`config.mk`:
```
export PLATFORM = sky130hd
export DESIGN_NAME = uart_swflow
export DESIGN_NICKNAME = d
export VERILOG_FILES = /design/src/rtl/uart_swflow_pkg.sv /design/src/rtl/uart_swflow_regs.sv /design/src/rtl/uart_swflow_rxmatch.sv /design/src/rtl/uart_swflow_level.sv /design/src/rtl/uart_swflow_inject.sv /design/src/rtl/uart_swflow.sv
export SDC_FILE = /design/constraint.sdc
export NUM_CORES = 1
export LEC_CHECK = 0
export BUFFER_PORTS_ARGS = -buffer_cell sky130_fd_sc_hd__buf_4
export CORE_ASPECT_RATIO = 1.2
export CORE_MARGIN = 1
export CORE_UTILIZATION = 55
export CTS_BUF_LIST = sky130_fd_sc_hd__clkbuf_8
export DETAILED_ROUTE_END_ITERATION = 10
export PLACE_DENSITY_LB_ADDON = 0.25
export SETUP_SLACK_MARGIN = 0.1
export SKIP_LAST_GASP = 1
export SYNTH_ARGS = -nofsm -noshare
export SYNTH_HDL_FRONTEND = slang
export SYNTH_SLANG_ARGS = --single-unit
```
`constraint.sdc`:
```
create_clock -name clk -period 2.4 [get_ports clk]
set_clock_uncertainty 0.2 [all_clocks]
set_input_delay 0.24 -clock clk [delete_from_list [all_inputs] [get_ports clk]]
set_output_delay 0.24 -clock clk [all_outputs]
set_load 0.05 [all_outputs]
```
`src/rtl/uart_swflow_pkg.sv`:
```
package uart_swflow_pkg;

    localparam int CHAR_W    = 8;
    localparam int LVL_W     = 4;
    localparam int LVL_SHIFT = 2;

    typedef enum logic [1:0] {
        SLOT_GO1   = 2'd0,
        SLOT_GO2   = 2'd1,
        SLOT_STOP1 = 2'd2,
        SLOT_STOP2 = 2'd3
    } slot_e;

    typedef struct packed {
        logic [CHAR_W-1:0] go1;
        logic [CHAR_W-1:0] go2;
        logic [CHAR_W-1:0] stop1;
        logic [CHAR_W-1:0] stop2;
    } fc_chars_t;

    typedef struct packed {
        logic              vld;
        logic              is_go;
        logic              is_stop;
        logic [CHAR_W-1:0] data;
    } held_t;

    typedef enum logic [1:0] {
        INJ_IDLE   = 2'd0,
        INJ_FIRST  = 2'd1,
        INJ_SECOND = 2'd2
    } inj_state_e;

    function automatic logic [CHAR_W-1:0] len_mask(input logic [1:0] wlen);
        return {CHAR_W{1'b1}} >> (2'd3 - wlen);
    endfunction

    function automatic logic same_char(input logic [CHAR_W-1:0] a,
                                       input logic [CHAR_W-1:0] b,
                                       input logic [1:0]        wlen);
        return ((a ^ b) & len_mask(wlen)) == '0;
    endfunction

endpackage

```
`src/rtl/uart_swflow_regs.sv`:
```
module uart_swflow_regs
    import uart_swflow_pkg::*;
(
    input  logic              clk,
    input  logic              wr,
    input  logic [1:0]        sel,
    input  logic [CHAR_W-1:0] data,
    output fc_chars_t         chars
);
    // Deliberately outside the reset domain: contents survive rst.
    fc_chars_t bank_q = '0;

    always_ff @(posedge clk) begin
        if (wr) begin
            unique case (slot_e'(sel))
                SLOT_GO1:   bank_q.go1   <= data;
                SLOT_GO2:   bank_q.go2   <= data;
                SLOT_STOP1: bank_q.stop1 <= data;
                SLOT_STOP2: bank_q.stop2 <= data;
                default:    bank_q.go1   <= bank_q.go1;
            endcase
        end
    end

    assign chars = bank_q;
endmodule

```
`src/rtl/uart_swflow_rxmatch.sv`:
```
module uart_swflow_rxmatch
    import uart_swflow_pkg::*;
(
    input  logic              clk,
    input  logic              rst,
    input  logic              en,
    input  logic              dbl,
    input  logic [1:0]        wlen,
    input  logic              halted,
    input  fc_chars_t         chars,
    input  logic              rx_valid,
    input  logic [CHAR_W-1:0] rx_data,
    output logic              push,
    output logic [CHAR_W-1:0] push_data,
    output logic              stop_evt,
    output logic              go_evt
);
    held_t             held_q, held_n;
    held_t             spill_q, spill_n;
    logic              push_q, push_n;
    logic [CHAR_W-1:0] pdata_q, pdata_n;
    logic              m_stop1, m_stop2, m_go1, m_go2;

    always_comb begin
        m_stop1 = same_char(rx_data, chars.stop1, wlen);
        m_stop2 = same_char(rx_data, chars.stop2, wlen);
        m_go1   = halted && same_char(rx_data, chars.go1, wlen);
        m_go2   = same_char(rx_data, chars.go2, wlen);
    end

    always_comb begin
        stop_evt = 1'b0;
        go_evt   = 1'b0;
        push_n   = 1'b0;
        pdata_n  = rx_data;
        held_n   = held_q;
        spill_n  = '0;
        // Second half of a broken pair drains one cycle late.
        if (spill_q.vld) begin
            push_n  = 1'b1;
            pdata_n = spill_q.data;
        end
        if (rx_valid) begin
            if (!en) begin
                push_n = 1'b1;
            end else if (!dbl) begin
                if (m_stop1)    stop_evt = 1'b1;
                else if (m_go1) go_evt   = 1'b1;
                else            push_n   = 1'b1;
            end else if (!held_q.vld) begin
                if (m_stop1 || m_go1) held_n = '{vld: 1'b1, is_go: m_go1, is_stop: m_stop1, data: rx_data};
                else                  push_n = 1'b1;
            end else begin
                held_n = '0;
                if (held_q.is_stop && m_stop2) begin
                    stop_evt = 1'b1;
                end else if (held_q.is_go && m_go2) begin
                    go_evt = 1'b1;
                end else begin
                    push_n  = 1'b1;
                    pdata_n = held_q.data;
                    spill_n = '{vld: 1'b1, is_go: 1'b0, is_stop: 1'b0, data: rx_data};
                end
            end
        end
        if (!(en && dbl)) held_n.vld = 1'b0;
    end

    always_ff @(posedge clk) begin
        if (rst) begin
            held_q  <= '0;
            spill_q <= '0;
            push_q  <= 1'b0;
            pdata_q <= '0;
        end else begin
            held_q  <= held_n;
            spill_q <= spill_n;
            push_q  <= push_n;
            pdata_q <= pdata_n;
        end
    end

    assign push      = push_q;
    assign push_data = pdata_q;
endmodule

```
`src/rtl/uart_swflow_level.sv`:
```
module uart_swflow_level
    import uart_swflow_pkg::*;
#(
    parameter int FILL_W = 7
) (
    input  logic              clk,
    input  logic              rst,
    input  logic              auto_en,
    input  logic [FILL_W-1:0] fill,
    input  logic [LVL_W-1:0]  halt_lvl,
    input  logic [LVL_W-1:0]  resume_lvl,
    output logic              req,
    output logic              req_go
);
    logic [FILL_W-1:0] halt_cnt, resume_cnt;
    logic              remote_off_q;

    always_comb begin
        halt_cnt   = FILL_W'(halt_lvl)   << LVL_SHIFT;
        resume_cnt = FILL_W'(resume_lvl) << LVL_SHIFT;
        req    = 1'b0;
        req_go = 1'b0;
        if (auto_en) begin
            if (!remote_off_q && fill >= halt_cnt) begin
                req = 1'b1;
            end else if (remote_off_q && fill <= resume_cnt) begin
                req    = 1'b1;
                req_go = 1'b1;
            end
        end
    end

    always_ff @(posedge clk) begin
        if (rst)      remote_off_q <= 1'b0;
        else if (req) remote_off_q <= !req_go;
    end
endmodule

```
`src/rtl/uart_swflow_inject.sv`:
```
module uart_swflow_inject
    import uart_swflow_pkg::*;
(
    input  logic              clk,
    input  logic              rst,
    input  logic              req,
    input  logic              req_go,
    input  logic              dbl,
    input  fc_chars_t         chars,
    input  logic              tx_idle,
    output logic              go,
    output logic [CHAR_W-1:0] char_out
);
    inj_state_e state_q;
    logic       kind_go_q;
    logic       armed_q;

    always_comb begin
        go = (state_q != INJ_IDLE) && tx_idle && armed_q;
        if (kind_go_q) char_out = (state_q == INJ_SECOND) ? chars.go2   : chars.go1;
        else           char_out = (state_q == INJ_SECOND) ? chars.stop2 : chars.stop1;
    end

    always_ff @(posedge clk) begin
        if (rst) begin
            state_q   <= INJ_IDLE;
            kind_go_q <= 1'b0;
            armed_q   <= 1'b1;
        end else begin
            if (req) begin
                state_q   <= INJ_FIRST;
                kind_go_q <= req_go;
            end else if (go) begin
                state_q <= (state_q == INJ_FIRST && dbl) ? INJ_SECOND : INJ_IDLE;
            end
            if (go)           armed_q <= 1'b0;
            else if (!tx_idle) armed_q <= 1'b1;
        end
    end
endmodule

```
`src/rtl/uart_swflow.sv`:
```
module uart_swflow
    import uart_swflow_pkg::*;
#(
    parameter int FILL_W = 7
) (
    input  logic              clk,
    input  logic              rst,
    input  logic              cfg_wr,
    input  logic [1:0]        cfg_wr_sel,
    input  logic [7:0]        cfg_wr_data,
    input  logic              cfg_rx_en,
    input  logic              cfg_tx_auto,
    input  logic              cfg_double,
    input  logic              cfg_irq_en,
    input  logic [1:0]        cfg_wlen,
    input  logic [3:0]        cfg_halt_lvl,
    input  logic [3:0]        cfg_resume_lvl,
    input  logic              rx_valid,
    input  logic [7:0]        rx_data,
    input  logic [FILL_W-1:0] rx_fill,
    input  logic              tx_idle,
    output logic              rx_push,
    output logic [7:0]        rx_push_data,
    output logic              tx_halt,
    output logic              inject_go,
    output logic [7:0]        inject_char,
    output logic              fc_flag
);
    fc_chars_t chars;
    logic      stop_evt, go_evt;
    logic      lvl_req, lvl_req_go;
    logic      halt_q, flag_q;

    uart_swflow_regs u_regs (
        .clk   (clk),
        .wr    (cfg_wr),
        .sel   (cfg_wr_sel),
        .data  (cfg_wr_data),
        .chars (chars)
    );

    uart_swflow_rxmatch u_rx (
        .clk       (clk),
        .rst       (rst),
        .en        (cfg_rx_en),
        .dbl       (cfg_double),
        .wlen      (cfg_wlen),
        .halted    (halt_q),
        .chars     (chars),
        .rx_valid  (rx_valid),
        .rx_data   (rx_data),
        .push      (rx_push),
        .push_data (rx_push_data),
        .stop_evt  (stop_evt),
        .go_evt    (go_evt)
    );

    uart_swflow_level #(.FILL_W(FILL_W)) u_lvl (
        .clk        (clk),
        .rst        (rst),
        .auto_en    (cfg_tx_auto),
        .fill       (rx_fill),
        .halt_lvl   (cfg_halt_lvl),
        .resume_lvl (cfg_resume_lvl),
        .req        (lvl_req),
        .req_go     (lvl_req_go)
    );

    uart_swflow_inject u_inj (
        .clk      (clk),
        .rst      (rst),
        .req      (lvl_req),
        .req_go   (lvl_req_go),
        .dbl      (cfg_double),
        .chars    (chars),
        .tx_idle  (tx_idle),
        .go       (inject_go),
        .char_out (inject_char)
    );

    always_ff @(posedge clk) begin
        if (rst) begin
            halt_q <= 1'b0;
            flag_q <= 1'b0;
        end else if (stop_evt) begin
            halt_q <= 1'b1;
            flag_q <= flag_q | cfg_irq_en;
        end else if (go_evt) begin
            halt_q <= 1'b0;
            flag_q <= 1'b0;
        end
    end

    assign tx_halt = halt_q;
    assign fc_flag = flag_q;
endmodule

```
Word-level counts from Yosys, hierarchy flattened
Cells that the tools add are included.

Add/subtract/negate cells: 1. $lt $le $gt $ge: 2. Eq/ne operators: 6. Shifts and indexed selects: 1. Multiplexer cells: 50. Bitwise logic cells: 14. Reduce and logical (&&, ||, !) cells: 31.

Operator list (number): 8-bit two-way mux (10); 1-bit two-way mux (36); 11-bit two-way mux (3); 8-bit bitwise AND (4); 8-bit zero test (4); 8-bit XOR (4); 1-bit logical AND (9); 2-bit AND reduction (4); 2-bit nonzero test (4); 8-bit by 2-bit right shift with 8-bit output (first input constant) (1); 7-bit by 6-bit >= comparator with 1-bit output (1); 7-bit by 6-bit less-or-equal comparator with 1-bit output (1); 7-bit OR reduction (1); 2-bit == test (second input constant) (3); 6-bit OR reduction (1); 1-bit inverter (5); 2-bit by 1-bit == test with 1-bit output (second input constant) (2); 4-bit AND reduction (1); 2-bit OR reduction (2); 3-bit AND reduction (1); 1-bit zero test (2); 2-bit zero test (1); 2-bit two-way mux (1); 2-bit by 1-bit != test with 1-bit output (second input constant) (1); 3 further kinds (3).

Flip-flop bits (word level): 68.

Longest topological paths before layout
Gate-level depths: netlist of the first run.

Depth after elaboration: 13. Mapped depth: 9. Depth with buffers taken out: 7.

By module
Synthesis of the first run repeated with hierarchy kept, for this count alone.

Cell total of the unflattened synthesis: 312. Area, all modules: 3543.4 µm².

Modules (own cells, without submodules): uart_swflow_rxmatch (instances 1, cells each 206, area each 1845.5 µm², seq. area each 580.6 µm²); uart_swflow_regs (instances 1, cells each 36, area each 998.5 µm², seq. area each 960.9 µm²); uart_swflow_inject (instances 1, cells each 28, area each 367.9 µm², seq. area each 80.1 µm²); uart_swflow_level (instances 1, cells each 34, area each 256.5 µm², seq. area each 20.0 µm²); uart_swflow (instances 1, cells each 8, area each 75.1 µm², seq. area each 40.0 µm²).

Least setup slack after synthesis of the first run
Ideal clock, no wire load.

Path kind: reg2reg. Start point: reg halt_q, in the netlist tx_halt. End point: reg u_rx.held_q[0] (netlist name). Setup time: 0.061 ns. Arrival: 1.805 ns. Required time: 2.139 ns. Setup slack: 0.334 ns. Stages on the path, launching flop included: 6. Path buffers: 1. Period minus slack after synthesis: 2.066 ns. Path through: dfxtp_1 > o211ai_1 > a211o_1 > buf_2 > a2111oi_4 > a32o_2.

Word-level cells in the longest chain between the ends: 4.

Ends and longest elaborated chain: start, declared (RTL line uart_swflow.sv:32) `logic halt_q, flag_q;`; start signal, assigned (RTL line uart_swflow.sv:83) `halt_q <= 1'b0;`; start signal, assigned (RTL line uart_swflow.sv:86) `halt_q <= 1'b1;`; start signal, assigned (RTL line uart_swflow.sv:89) `halt_q <= 1'b0;`; 1-bit logical AND (RTL line uart_swflow_rxmatch.sv:27) `m_go1 = halted && same_char(rx_data, chars.go1, wlen);`; 1-bit logical OR (RTL line uart_swflow_rxmatch.sv:51) `if (m_stop1 || m_go1) held_n = '{vld: 1'b1, is_go: m_go1, is_stop: m_stop1, data: rx_data};`; 2-bit nonzero test (no source line); 4-bit AND reduction (no source line); end signal, assigned (RTL line uart_swflow_rxmatch.sv:76) `held_q <= held_n;`; end, declared (RTL line uart_swflow_rxmatch.sv:18) `held_t held_q, held_n;`.

No other way between the ends. A chain may end at the register's enable or synchronous reset.

Worst setup path in the final report of the first run
Start point: reg u_regs.bank_q (netlist bit u_regs.chars[15]). End point: reg u_rx.held_q[1] (netlist name).

Word-level cells in the longest chain between the ends: 6.

Ends and longest elaborated chain: start, declared (RTL line uart_swflow_regs.sv:11) `fc_chars_t bank_q = '0;`; 8-bit XOR (RTL line uart_swflow_pkg.sv:41) `return ((a ^ b) & len_mask(wlen)) == '0;`; 8-bit bitwise AND (RTL line uart_swflow_pkg.sv:41); 8-bit zero test (RTL line uart_swflow_pkg.sv:41); 1-bit logical OR (RTL line uart_swflow_rxmatch.sv:51); 2-bit nonzero test (no source line); 4-bit AND reduction (no source line).

No other way between the ends.

==> results of run 1 <==
## metal layers
layer	track usage (%)	part of all wire (%)	up-vias
met5	0	0	-
met4	10.3	1.3	0
met3	3.76	4.0	9
met2	41.9	53	67
met1	30.7	41	1205
li1	-	-	1229
## where the power goes
group	total (mW)	internal (mW)	switching (mW)	leakage, nW
registers	1.28	1.26	0.0261	0.587
logic	0.382	0.173	0.209	0.989
clock network	0.881	0.467	0.414	0.106
## synthesized netlist by cell type, drive strengths merged, types with 3 or more instances
| master | count |
|---|---|
| a211oi | 11 |
| dfxtp | 36 |
| a2111oi | 3 |
| o32ai | 3 |
| mux2 | 8 |
| ha | 8 |
| a32o | 7 |
| mux4 | 8 |
| clkbuf | 6 |
| edfxtp | 32 |
| a31oi | 7 |
| inv | 20 |
| o21a | 3 |
| nand4 | 6 |
| xor2 | 8 |
| and2 | 3 |
| and3 | 13 |
| nor2 | 9 |
| a21oi | 3 |
| o21ai | 3 |
| xnor2 | 24 |
| buf | 13 |
| nand3 | 5 |
| nand2 | 16 |
| a211o | 3 |
## per-stage QoR
step / hold WS [ps] / power, mW
CTS: 8.94 / 2.55
global placement: 240 / 1.66
finish: 11.7 / 2.55
detailed placement: 243 / 1.67
floorplan: 112 / 1.54
global route: 12.1 / 2.64
## timing repair
| item | 4_1_cts | 5_1_grt |
|---|---|---|
| setup endpoints to repair | 0 | 15 |
| endpoints found under the hold margin | 38 | 0 |
| buffers inserted | 0 | 1 |
| hold buffers | 13 | 0 |
| resized for setup | 0 | 4 |
## cells by family (layout without fill, tap and decap cells)
group / count (synthesis) / in the layout / share of synthesized area, %
muxes: 17 / 17 / 8.15
DFF: 68 / 68 / 48.9
and+or+nand+nor: 63 / 63 / 10.3
buffers and inverters: 39 / 119 / 5.79
adders and majority gates: 8 / 8 / 2.91
xor gates and xnor gates: 32 / 32 / 8.15
AOI/OAI and AO/OA: 60 / 60 / 15.7
## worst register-to-register path: cells and delay by family (launching register included)
kind	cells	cell delay, ps
compound gates	4	1180
xor+xnor	1	160
flops	1	420
buf+inv	1	200
## final cells by class
cell class	instances	share of cell area (%)
Sequential cell	68	39.5
Clock inverter	7	1.38
Clock buffer	9	2.91
Inverter	20	1.76
Multi-Input combinational cell	180	36.6
Tap cell	82	2.41
Timing Repair Buffer	83	15.5
## placed cells by master, fill, tap and decap left out, types with 3 or more instances in the layout
cell	instances
a211oi_1	4
a211oi_2	7
a21oi_1	3
a31oi_1	7
a32o_2	7
and3_1	11
buf_4	69
clkbuf_8	9
clkinv_2	3
dfxtp_1	35
dlygate4sd3_1	13
edfxtp_1	32
ha_1	8
inv_1	22
mux2_2	8
mux4_2	8
nand2_1	16
nand3_1	4
nand4_1	6
nor2_1	9
o21a_1	3
o32ai_1	3
xnor2_1	24
xor2_1	8
## how the worst max path moves through the flow
stage	to	cells past startpoint	slack (ps)
after floorplan	u_rx.held_q[0]$_SDFFE_PP0P_	5	330
final	u_rx.held_q[1]$_SDFFE_PP0P_	6	180
after CTS	inject_char[1]	4	110
after global routing	u_rx.push$_SDFF_PP0_	5	100
after global placement	u_inj.state_q[1]$_SDFFE_PP0P_	8	220
after detailed placement	u_rx.held_q[1]$_SDFFE_PP0P_	5	150
## registers in the layout (all words and copies together) (netlist names)
register            count
u_rx.push_data          8
fc_flag                 1
u_lvl.remote_off_q      1
u_inj.armed_q           1
u_rx.spill_q            9
tx_halt                 1
u_inj.kind_go_q         1
u_regs.chars           32
u_inj.state_q           2
u_rx.held_q            11
u_rx.push               1
==> results.yml, run 1 <==
synth:
  synth_flop_cell: "dfxtp_1"
  mappedNetlistNets: 339
  ys_warn_count: 0
  synth_edf_count: 32
  async_flop_share_pct: 0
  synth_area_per_cell_um2: 12.0
  synth_area_leaders: "edfxtp_1 28%, dfxtp_1 21%, xnor2_1 6.1%"
  synthDistinctLibCells: 60
  yosys_register_bits: 68
  yosysSeqAreaShare_pct: 48.9
  synth.largest_area_cell: "edfxtp_1"
  synth_top_area_share_pct: 28.0
  synthCells: 287
  netlist_area_um2: 3440
die:
  die-width_um: 74.2
  die_area_um2: 6570
  row_count: 31
  initial_core_util_pct: 56.8
  ios: 64
  core_um2: 6050
  die_y_um: 88.6
clocking:
  cts_sinks: 68
  clkLatencyLatePin_ps: 340
  clkTransAtPathRegs_ps: 70
  clock_path_buffers: 2
  cts_htree_levels: 3
  root_buffer: "clkbuf_8"
  cts_tree: "yes"
  cts_buffers: 9
cells_and_area:
  final_area_um2: 4260
  num-fill-cells: 470
  multi_input_area_um2: 1560
  drive_gt1_share_pct: 34.3
  final_util_pct: 70.5
  nets: 414
  antenna_cells: 0
  seqCellArea_um2: 1680
  fin_cells: 449
  areaGrowthSynthToFinish_pct: 24.0
timing:
  setup-tns-final_ps: 0
  fin_crit_ps: 2220
  maxSlewHeadroom_pct: 49.1
  hold_viol: 0
  fmax_ghz: 0.450
  rsz0062_at_grt: "false"
  tightest_slew_ps: 760
  final-max-slew-violation-count: 0
  setup_viol: 0
  period_share_pct: 92.6
  worst_slack_ps: 178
detailed_routing:
  first_pass_iters: 4
  ant_nets: 0
  viasPerCell: 5.59
  drc_errors: 0
  wirelength_um: 7400
  routedWlPerCell_um: 16.5
  num_vias: 2510
  dr.first_iter.drc_count: 192
setup_path:
  cpMaxStageDelayCell: "edfxtp_1"
  crit_buf_inv: 1
  cp_max_fo: 7
  rr_worst_depth: 6
  cp-startpoint: "u_regs.chars[15]$_DFFE_PP_"
  crit_type: "register to register"
  path_cells: "xor2_1 > a211o_1 > a211o_2 > a2111oi_4 > buf_4 > a32o_2"
  start_kind: "register"
  r2r_start: "u_regs.chars[15]$_DFFE_PP_"
  endpoint_kind: "register"
  reg2reg_to: "u_rx.held_q[1]$_SDFFE_PP0P_"
  arrival_ps: 2310
  cp_data_required_time_ps: 2480
  cpPeakStageDelay_ps: 420
  reg2reg_slack_ps: 180
  critical-path-top-delay-family: "compound AO/OA/AOI/OAI gates"
min_path:
  holdPathStages: 2
  hold_class: "input port to register"
  min-delay-start: "rx_data[6]"
  hold_end: "u_rx.held_q[6]$_SDFFE_PP0P_"
power:
  peakVddDrop_mv: 0.628
  leakagePower_nw: 1.68
  p_per_area_nw_per_um2: 598
global_routing:
  grt_pass1_wl_um: 11700
  grt_usage_pct: 24.5
  grt_max_degree: 26
  grt_remaining_overflow: 0
  antenna_found_initial: 0
  grt_pass1_vias: 2449
status:
  status: "finished, final reports clean"
placed_design:
  dpl.hpwl_um: 5370
  post-place-ws_ps: 150
  dp.cells: 419
  io_buffers: 63
  place_area_um2: 3930
  place.gp.congestion: 0.888
run:
  drv_cap: 0
Power figures use the tool's default switching activity.
==> run 2: changes to the inputs <==
--- a/config.mk
+++ b/config.mk
@@ -5,12 +5,12 @@
 export SDC_FILE = /design/constraint.sdc
 export NUM_CORES = 1
 export LEC_CHECK = 0
-export BUFFER_PORTS_ARGS = -buffer_cell sky130_fd_sc_hd__buf_4
 export CORE_ASPECT_RATIO = 1.2
 export CORE_MARGIN = 1
-export CORE_UTILIZATION = 55
+export CORE_UTILIZATION = 35
 export CTS_BUF_LIST = sky130_fd_sc_hd__clkbuf_8
 export DETAILED_ROUTE_END_ITERATION = 10
+export DONT_BUFFER_PORTS = 1
 export PLACE_DENSITY_LB_ADDON = 0.25
 export SETUP_SLACK_MARGIN = 0.1
 export SKIP_LAST_GASP = 1
==> results.yml, run 2 (synthesis gave the netlist of run 1 again) <==
status:
  status: "finished, final reports clean"
clocking:
  cts_htree_levels: 3
  cts_sinks: 68
  cts_tree: "yes"
  root_buffer: "clkbuf_8"
  clock_path_buffers: 2
  clkTransAtPathRegs_ps: 80
  clkLatencyLatePin_ps: 340
  cts_buffers: 9
setup_path:
  arrival_ps: 1740
  cp_data_required_time_ps: 1960
  critical-path-top-delay-family: "multiplexers"
  reg2reg_slack_ps: 230
  crit_path_end: "inject_char[4]"
  worst-path-stages: 3
  rr_worst_depth: 5
  cp_max_fo: 8
  r2r_start: "u_regs.chars[19]$_DFFE_PP_"
  start_kind: "register"
  cpMaxStageDelayCell: "mux4_2"
  endpoint_kind: "output port"
  cpPeakStageDelay_ps: 690
  reg2reg_to: "u_rx.push$_SDFF_PP0_"
  cp-startpoint: "u_inj.state_q[1]$_SDFFE_PP0P_"
  crit_type: "register to output port"
  path_cells: "nor2b_2 > buf_6 > mux4_2"
  crit_buf_inv: 1
detailed_routing:
  first_pass_iters: 5
  routedWlPerCell_um: 18.0
  drc_errors: 0
  num_vias: 2315
  dr.first_iter.drc_count: 150
  wirelength_um: 7900
  ant_nets: 0
  viasPerCell: 5.29
placed_design:
  post-place-ws_ps: 214
  dp.cells: 398
  dpl.hpwl_um: 5670
  place_area_um2: 3520
  io_buffers: 0
  place.gp.congestion: 0.772
cells_and_area:
  final_common_cell: "dfxtp_1"
  layout_common_cells: "35 x dfxtp_1, 32 x edfxtp_1, 24 x xnor2_1"
  drive_gt1_share_pct: 21.0
  antenna_cells: 0
  largest_register_ffs: 32
  final_area_um2: 3980
  fin_cells: 438
  nets: 362
  num-fill-cells: 915
  areaGrowthSynthToFinish_pct: 15.7
die:
  initial_core_util_pct: 36.1
  ios: 64
  die_area_um2: 10200
  row_count: 39
  core_um2: 9520
  die-width_um: 92.5
  die_y_um: 111
timing:
  fin_crit_ps: 2180
  period_share_pct: 90.7
  worst_slack_ps: 222
  fmax_ghz: 0.459
  tightest_slew_ps: 896
  final-max-slew-violation-count: 0
  setup_viol: 0
  rsz0062_at_grt: "false"
  hold_viol: 0
  maxSlewHeadroom_pct: 40.1
  setup-tns-final_ps: 0
power:
  power.total_mw: 2.56
  leakagePower_nw: 1.42
  seqPwrFrac_pct: 51.3
  p_per_area_nw_per_um2: 643
  combPwrFrac_pct: 10.4
  internal_power_mw: 1.90
  peakVddDrop_mv: 0.402
  power.switching_uw: 661
  clkPwrFrac_pct: 38.3
  p_sw_share_pct: 25.9
global_routing:
  grt_pass1_vias: 2472
  grt_usage_pct: 16.6
  antenna_found_initial: 0
  grt_pass1_wl_um: 13000
  grt_max_degree: 26
  grt_remaining_overflow: 0
run:
  drv_cap: 0
min_path:
  hold_class: "input port to register"
## run 2: changes by cell type in the layout (fill, tap and decap cells not counted), sizes merged
cell,before,now
buf,70,8
clkinv,3,1
clkinvlp,0,1
clkbuf,9,10
dlygate4sd3,13,23
## run 2: cell type report
class / count / area (um2) / area share (%)
clock buffer: 10 / 138 / 3.46
clock inverter: 6 / 70.1 / 1.76
inverter: 20 / 75.1 / 1.89
multi-input combinational: 180 / 1560 / 39.3
sequential: 68 / 1680 / 42.3
tap: 123 / 154 / 3.87
timing repair buffer: 31 / 294 / 7.40
## run 2: stage by stage
step | utilization (%) | hold slack [ps]
6_report | 41.8 | 18.6
5_1_grt | 41.8 | 21.4
4_1_cts | 41.6 | 1.84
3_5_place_dp | 37.0 | 115
3_3_place_gp | 37.0 | 113
2_1_floorplan | - | 112
## run 2: worst min path at each step
stage                           from                            end  slack (ps)  cells after the start
after global placement       tx_idle     u_inj.armed_q$_SDFFE_PP1P_         110                      1
after global routing      cfg_double           u_rx.push$_SDFF_PP0_          20                      2
after floorplan              tx_idle     u_inj.armed_q$_SDFFE_PP1P_         110                      1
after detailed placement         rst   u_rx.push_data[0]$_SDFF_PP0_         110                      1
after CTS                 rx_fill[6]  u_inj.state_q[0]$_SDFFE_PP0P_           2                      3
final                     rx_fill[6]  u_inj.state_q[0]$_SDFFE_PP0P_          20                      3
## run 2: worst min-delay path: cells and delay by family
kind	cells	cell delay (ps)
AO/OA/AOI/OAI	3	270
## run 2: what timing repair did
item / in CTS / in global routing
hold endpoints to repair: 65 / 0
endpoints found under the setup margin: 0 / 17
hold buffers: 23 / 0
buffers inserted: 0 / 1
gates resized for setup: 0 / 5
## run 2: power groups by stage
| stage | clock network, mW | logic [mW] | registers, mW |
|---|---|---|---|
| 6_report | 0.979 | 0.266 | 1.31 |
| 5_1_grt | 1.06 | 0.292 | 1.32 |
| 4_1_cts | 0.999 | 0.269 | 1.31 |
| 3_5_place_dp | 0 | 0.221 | 1.34 |
| 3_3_place_gp | 0 | 0.221 | 1.34 |
| 2_1_floorplan | 0 | 0.210 | 1.33 |
## run 2: per-layer routing
layer	up-vias	wire length [um]	GRT usage (%)
met3	6	496	4.34
met2	62	4120	28.4
met1	1122	3210	19.6
met4	0	66	6.25
met5	-	0	0
li1	1125	-	-
